==> src/rtl/pin_ovr_pkg.sv <==
package pin_ovr_pkg;
  localparam int unsigned SEL_W = 3;

  typedef enum logic [SEL_W-1:0] {
    SEL_EN      = 3'd0,
    SEL_ALLOW0  = 3'd1,
    SEL_ALLOW1  = 3'd2,
    SEL_VALUE   = 3'd3,
    SEL_INV_IN  = 3'd4,
    SEL_INV_OUT = 3'd5
  } cfg_sel_e;
endpackage

==> src/rtl/pin_ovr_rst_sync.sv <==
module pin_ovr_rst_sync #(
  parameter int unsigned STAGES = 2
) (
  input  logic clk_i,
  input  logic rst_ni,
  output logic rst_no
);
  logic [STAGES-1:0] sync_q;
  logic [STAGES-1:0] sync_d;

  always_comb begin
    sync_d = {sync_q[STAGES-2:0], 1'b1};
  end

  always_ff @(posedge clk_i or negedge rst_ni) begin
    if (!rst_ni) sync_q <= '0;
    else         sync_q <= sync_d;
  end

  assign rst_no = sync_q[STAGES-1];
endmodule

==> src/rtl/pin_ovr_cfg_regs.sv <==
module pin_ovr_cfg_regs
  import pin_ovr_pkg::*;
#(
  parameter int unsigned         NUM_PINS  = 8,
  parameter logic [NUM_PINS-1:0] HOLD_MASK = '0,
  parameter bit                  INVERT_EN = 1'b1
) (
  input  logic                clk_i,
  input  logic                rst_ni,
  input  logic                we_i,
  input  logic [SEL_W-1:0]    sel_i,
  input  logic [NUM_PINS-1:0] wdata_i,
  output logic [NUM_PINS-1:0] en_q,
  output logic [NUM_PINS-1:0] allow0_q,
  output logic [NUM_PINS-1:0] allow1_q,
  output logic [NUM_PINS-1:0] val_q,
  output logic [NUM_PINS-1:0] inv_in_q,
  output logic [NUM_PINS-1:0] inv_out_q
);
  cfg_sel_e sel;
  logic wr_en, wr_a0, wr_a1, wr_val;
  logic [NUM_PINS-1:0] en_d, allow0_d, allow1_d, val_d;

  assign sel = cfg_sel_e'(sel_i);

  always_comb begin
    wr_en  = we_i && (sel == SEL_EN);
    wr_a0  = we_i && (sel == SEL_ALLOW0);
    wr_a1  = we_i && (sel == SEL_ALLOW1);
    wr_val = we_i && (sel == SEL_VALUE);
  end

  always_comb begin
    en_d     = en_q;
    allow0_d = allow0_q;
    allow1_d = allow1_q;
    val_d    = val_q;
    if (wr_en)  en_d     = wdata_i;
    if (wr_a0)  allow0_d = wdata_i;
    if (wr_a1)  allow1_d = wdata_i;
    if (wr_val) val_d    = wdata_i;
  end

  always_ff @(posedge clk_i or negedge rst_ni) begin
    if (!rst_ni) begin
      en_q     <= HOLD_MASK;
      allow0_q <= HOLD_MASK;
      allow1_q <= '0;
      val_q    <= '0;
    end else begin
      en_q     <= en_d;
      allow0_q <= allow0_d;
      allow1_q <= allow1_d;
      val_q    <= val_d;
    end
  end

  generate
    if (INVERT_EN) begin : g_inv
      logic wr_ii, wr_io;
      logic [NUM_PINS-1:0] inv_in_d, inv_out_d;

      always_comb begin
        wr_ii     = we_i && (sel == SEL_INV_IN);
        wr_io     = we_i && (sel == SEL_INV_OUT);
        inv_in_d  = wr_ii ? wdata_i : inv_in_q;
        inv_out_d = wr_io ? wdata_i : inv_out_q;
      end

      always_ff @(posedge clk_i or negedge rst_ni) begin
        if (!rst_ni) begin
          inv_in_q  <= '0;
          inv_out_q <= '0;
        end else begin
          inv_in_q  <= inv_in_d;
          inv_out_q <= inv_out_d;
        end
      end
    end else begin : g_noinv
      assign inv_in_q  = '0;
      assign inv_out_q = '0;
    end
  endgenerate
endmodule

==> src/rtl/pin_ovr_lane.sv <==
module pin_ovr_lane (
  input  logic in_i,
  input  logic en_i,
  input  logic allow0_i,
  input  logic allow1_i,
  input  logic val_i,
  input  logic inv_in_i,
  input  logic inv_out_i,
  output logic out_o
);
  logic permitted;
  logic force_sel;
  logic pre_inv;

  always_comb begin
    permitted = val_i ? allow1_i : allow0_i;
    force_sel = en_i && permitted;
    pre_inv   = force_sel ? val_i : (in_i ^ inv_in_i);
    out_o     = pre_inv ^ inv_out_i;
  end
endmodule

==> src/rtl/pin_ovr_unit.sv <==
module pin_ovr_unit
  import pin_ovr_pkg::*;
#(
  parameter int unsigned         NUM_PINS  = 8,
  parameter logic [NUM_PINS-1:0] HOLD_MASK = 'b11,
  parameter bit                  INVERT_EN = 1'b1
) (
  input  logic                clk_i,
  input  logic                rst_ni,
  input  logic                cfg_we_i,
  input  logic [SEL_W-1:0]    cfg_sel_i,
  input  logic [NUM_PINS-1:0] cfg_wdata_i,
  input  logic [NUM_PINS-1:0] pin_in_i,
  output logic [NUM_PINS-1:0] pin_o
);
  logic                rst_n;
  logic [NUM_PINS-1:0] en_q, allow0_q, allow1_q, val_q, inv_in_q, inv_out_q;
  logic [NUM_PINS-1:0] pin_d;
  logic [NUM_PINS-1:0] pin_q;

  pin_ovr_rst_sync #(.STAGES(2)) u_rst_sync (
    .clk_i  (clk_i),
    .rst_ni (rst_ni),
    .rst_no (rst_n)
  );

  pin_ovr_cfg_regs #(
    .NUM_PINS  (NUM_PINS),
    .HOLD_MASK (HOLD_MASK),
    .INVERT_EN (INVERT_EN)
  ) u_regs (
    .clk_i     (clk_i),
    .rst_ni    (rst_n),
    .we_i      (cfg_we_i),
    .sel_i     (cfg_sel_i),
    .wdata_i   (cfg_wdata_i),
    .en_q      (en_q),
    .allow0_q  (allow0_q),
    .allow1_q  (allow1_q),
    .val_q     (val_q),
    .inv_in_q  (inv_in_q),
    .inv_out_q (inv_out_q)
  );

  for (genvar i = 0; i < NUM_PINS; i++) begin : g_lane
    pin_ovr_lane u_lane (
      .in_i      (pin_in_i[i]),
      .en_i      (en_q[i]),
      .allow0_i  (allow0_q[i]),
      .allow1_i  (allow1_q[i]),
      .val_i     (val_q[i]),
      .inv_in_i  (inv_in_q[i]),
      .inv_out_i (inv_out_q[i]),
      .out_o     (pin_d[i])
    );
  end

  always_ff @(posedge clk_i or negedge rst_n) begin
    if (!rst_n) pin_q <= '0;
    else        pin_q <= pin_d;
  end

  assign pin_o = pin_q;
endmodule

==> config.mk <==
export PLATFORM = sky130hd
export DESIGN_NAME = pin_ovr_unit
export DESIGN_NICKNAME = d
export VERILOG_FILES = /design/src/rtl/pin_ovr_pkg.sv /design/src/rtl/pin_ovr_rst_sync.sv /design/src/rtl/pin_ovr_cfg_regs.sv /design/src/rtl/pin_ovr_lane.sv /design/src/rtl/pin_ovr_unit.sv
export SDC_FILE = /design/constraint.sdc
export NUM_CORES = 1
export LEC_CHECK = 0
export ABC_AREA = 1
export BUFFER_PORTS_ARGS = -buffer_cell sky130_fd_sc_hd__buf_2
export CORE_MARGIN = 5
export CORE_UTILIZATION = 45
export CTS_CLUSTER_DIAMETER = 200
export DETAILED_ROUTE_END_ITERATION = 10
export HOLD_SLACK_MARGIN = 0.06
export MAX_ROUTING_LAYER = met4
export PLACE_DENSITY = 0.72
export SLEW_MARGIN = 20
export SYNTH_ARGS = -nofsm -noshare
export SYNTH_HDL_FRONTEND = slang
export SYNTH_SLANG_ARGS = --single-unit
==> constraint.sdc <==
create_clock -name clk_i -period 2.2 [get_ports clk_i]
set_clock_uncertainty 0.1 [all_clocks]
set_input_delay 0.33 -clock clk_i [delete_from_list [all_inputs] [get_ports clk_i]]
set_output_delay 0.33 -clock clk_i [all_outputs]
set_load 0.05 [all_outputs]
==> results.yml <==
run_status:
  status: "finished, final reports clean"
grt:
  antenna_found_initial: 0
  use_met1_pct: 15.7
  grt.busiest_layer: "met2"
  grtUsageMet2_pct: 25.3
  grt_pass1_wl_mm: 8.54
  grt_max_degree: 32
  grtUsageMet3_pct: 5.87
  grtUsageTotal_pct: 15.1
  grt_overflow: 0
  grt_pass1_vias: 2016
floorplanning:
  io_pins: 30
  die_w_um: 87.0
  dieArea_um2: 7560
  fp.dieH_um: 87.0
  start_util_pct: 45.6
  core_um2: 5850
  rows: 28
critical_path:
  max_stage_delay_ns: 0.32
  cp-start-kind: "flip-flop"
  path_max_fanout: 1
  critPathArrivalTime_ns: 0.91
  criticalPathCategory: "flip-flop to output port"
  critPathCaptureType: "output port"
  critPathTopFamily: "flip-flops"
  path_cells: "buf_2"
  crit_slowest_cell: "dfrtp_1"
  critPathRequiredTime_ns: 1.77
  critPathBufInv: 1
cts:
  numCtsBuffers: 9
  ctsLongestPathBuffers: 2
  ctsResizeCount: 0
  cts_tree: "built"
  clockRootBuffer: "clkbuf_8"
  insertion_delay_ns: 0.33
  cts_setup_buffers: 0
  htreeDepth: 3
  cts.clk_slew.worst_paths_ns: 0.06
  clock-sinks: 58
sta:
  worst_slew_pin_slew_ns: 0.654
  finalSetupViolCount: 0
  hold_viol: 0
  fin_tns_setup_ns: 0
  fmax_ghz: 0.746
  fin_crit_sh_pct: 60.9
  finalCriticalPeriod_ns: 1.34
  rsz0062_at_grt: "false"
  slew_viol_final: 0
  slew_headroom_pct: 56.4
route:
  vias: 1951
  routed_wl_mm: 4.71
  viasPerCell: 4.75
  wl_per_cell_um: 11.5
  ant_nets: 0
  drc_errors: 0
  drt_iter0_markers: 68
  drt_pre_antenna_iters: 4
yosys:
  synth_warnings: 0
  synth_edf_count: 0
  synth.distinct_cells: 14
  syn_nets: 316
  synth_most_common_cell: "nand2_1"
  ys_ff_latch: 58
  synth_area_um2: 2670
  async_reset_ff_share_pct: 100
  ys_top_cells_by_area: "dfrtp_1 51%, nand2_1 13%, o21ai_2 8.2%"
  yosysTopAreaCell: "dfrtp_1"
  ys_seq_area_share_pct: 54.6
  netlist.area_leader.share_pct: 50.7
  ys.flop_type: "dfrtp_1"
  netlist_top_cells_count: "89 x nand2_1, 54 x dfrtp_1, 42 x inv_1"
  synth.avg_cell_area_um2: 9.07
  synthCells: 294
flow_run:
  cap_viol_max_count: 0
pwr:
  finalPower_w: 0.00303
  p_per_area_nw_per_um2: 989
  p_leak_nw: 1.62
  swShare_pct: 31.7
  p_int_w: 0.00207
  peakVddDrop_uv: 372
  clockPowerShare_pct: 31.7
  switchingPower_w: 0.000961
  power_frac_comb_pct: 21.5
  p_seq_share_pct: 46.8
final_layout:
  drive_above_1_share_pct: 25.6
  final_util_pct: 52.4
  n_antenna_cell: 0
  fin_nets: 353
  fill_cells: 571
  synthToLayoutAreaGrowth_pct: 15.0
  instances_no_fill: 411
place:
  gp_congestion: 0.755
  place_hpwl_mm: 3.37
  port_buffers: 29
  placedCellCount: 394
worst_hold_path:
  min_path_type: "input port to asynchronous set/reset pin"
-- cells by family (layout without fill, tap and decap cells) --
group	count (synthesis)	count (layout)	share of synthesized area [%]
AOI/OAI and AO/OA	48	48	12.5
and+or+nand+nor	138	138	24.1
buffers and inverters	49	91	8.59
other	1	1	0.141
DFF	58	58	54.6
-- cell usage in the layout, fill, tap and decap left out, drive strengths merged --
master,Yosys,routed
nand2,93,93
dfrtp,54,54
nor2,3,3
o21ai,48,48
conb,1,1
nand3,42,42
dfstp,4,4
clkbuf,0,15
inv,43,43
dlygate4sd3,0,1
buf,6,31
clkinv,0,1
-- path summary, 6_finish.rpt --
| check | from | to | cells past startpoint | slack [ns] |
|---|---|---|---|---|
| hold reg to reg | u_rst_sync.sync_q[1]$_DFF_PN0_ | u_regs.allow0_q[2]$_DFFE_PN0P_ | 0 | 0.21 |
| min in group clk_i | cfg_wdata_i[7] | u_regs.inv_out_q[7]$_DFFE_PN0P_ | 3 | 0.25 |
| max in group asynchronous | u_rst_sync.sync_q[1]$_DFF_PN0_ | u_regs.inv_out_q[5]$_DFFE_PN0P_ | 1 | 1.16 |
| setup / recovery | pin_o[7]$_DFF_PN0_ | pin_o[7] | 1 | 0.86 |
| setup reg to reg | u_rst_sync.sync_q[1]$_DFF_PN0_ | u_regs.inv_out_q[5]$_DFFE_PN0P_ | 1 | 1.16 |
| hold / removal | rst_ni | u_rst_sync.sync_q[0]$_DFF_PN0_ | 2 | 0.20 |
-- what timing repair did --
item	CTS	global route
hold buffers	1	0
endpoints found under the setup margin	0	0
endpoints found under the hold margin	2	0
-- cell type report --
type / instances / area, um^2 / share of cell area, %
well taps: 75 / 93.8 / 3.06
repair buffers: 32 / 170 / 5.55
clock buffers: 15 / 196 / 6.41
flip-flops and latches: 58 / 1460 / 47.6
clock inverters: 1 / 5.00 / 0.163
inverters: 43 / 161 / 5.27
multi-input cells: 187 / 981 / 32.0
-- power by group through the flow --
| stage | logic [W] | clock network (W) | registers, W |
|---|---|---|---|
| after floorplan | 0.000357 | 0 | 0.00158 |
| after global routing | 0.000737 | 0.00103 | 0.00145 |
| final | 0.000651 | 0.000961 | 0.00142 |
| after CTS | 0.000663 | 0.000985 | 0.00142 |
| after detailed placement | 0.000658 | 0 | 0.00144 |
| after global placement | 0.000632 | 0 | 0.00143 |
-- per-layer routing --
layer	wire length (um)	vias to the layer above
met5	0	-
met4	99	0
met3	208	11
met2	2370	29
met1	2030	902
li1	-	1009
-- state kept, by name, summed over array words and instances (netlist names) --
name,cells
u_regs.inv_out_q,8
u_regs.en_q,8
u_regs.allow1_q,8
u_regs.inv_in_q,8
u_rst_sync.sync_q,2
u_regs.allow0_q,8
u_regs.val_q,8
pin_o,8
-- per-stage QoR --
step,setup slack (ns),hold slack [ns],cell area (um^2)
floorplan,0.373,-0.0656,2670
global placement,0.865,0.0170,2850
detailed placement,0.816,0.0195,2850
CTS,0.832,0.185,3070
global route,0.808,0.220,3070
finish,0.860,0.203,3070
(Power assumes the default switching activity.)
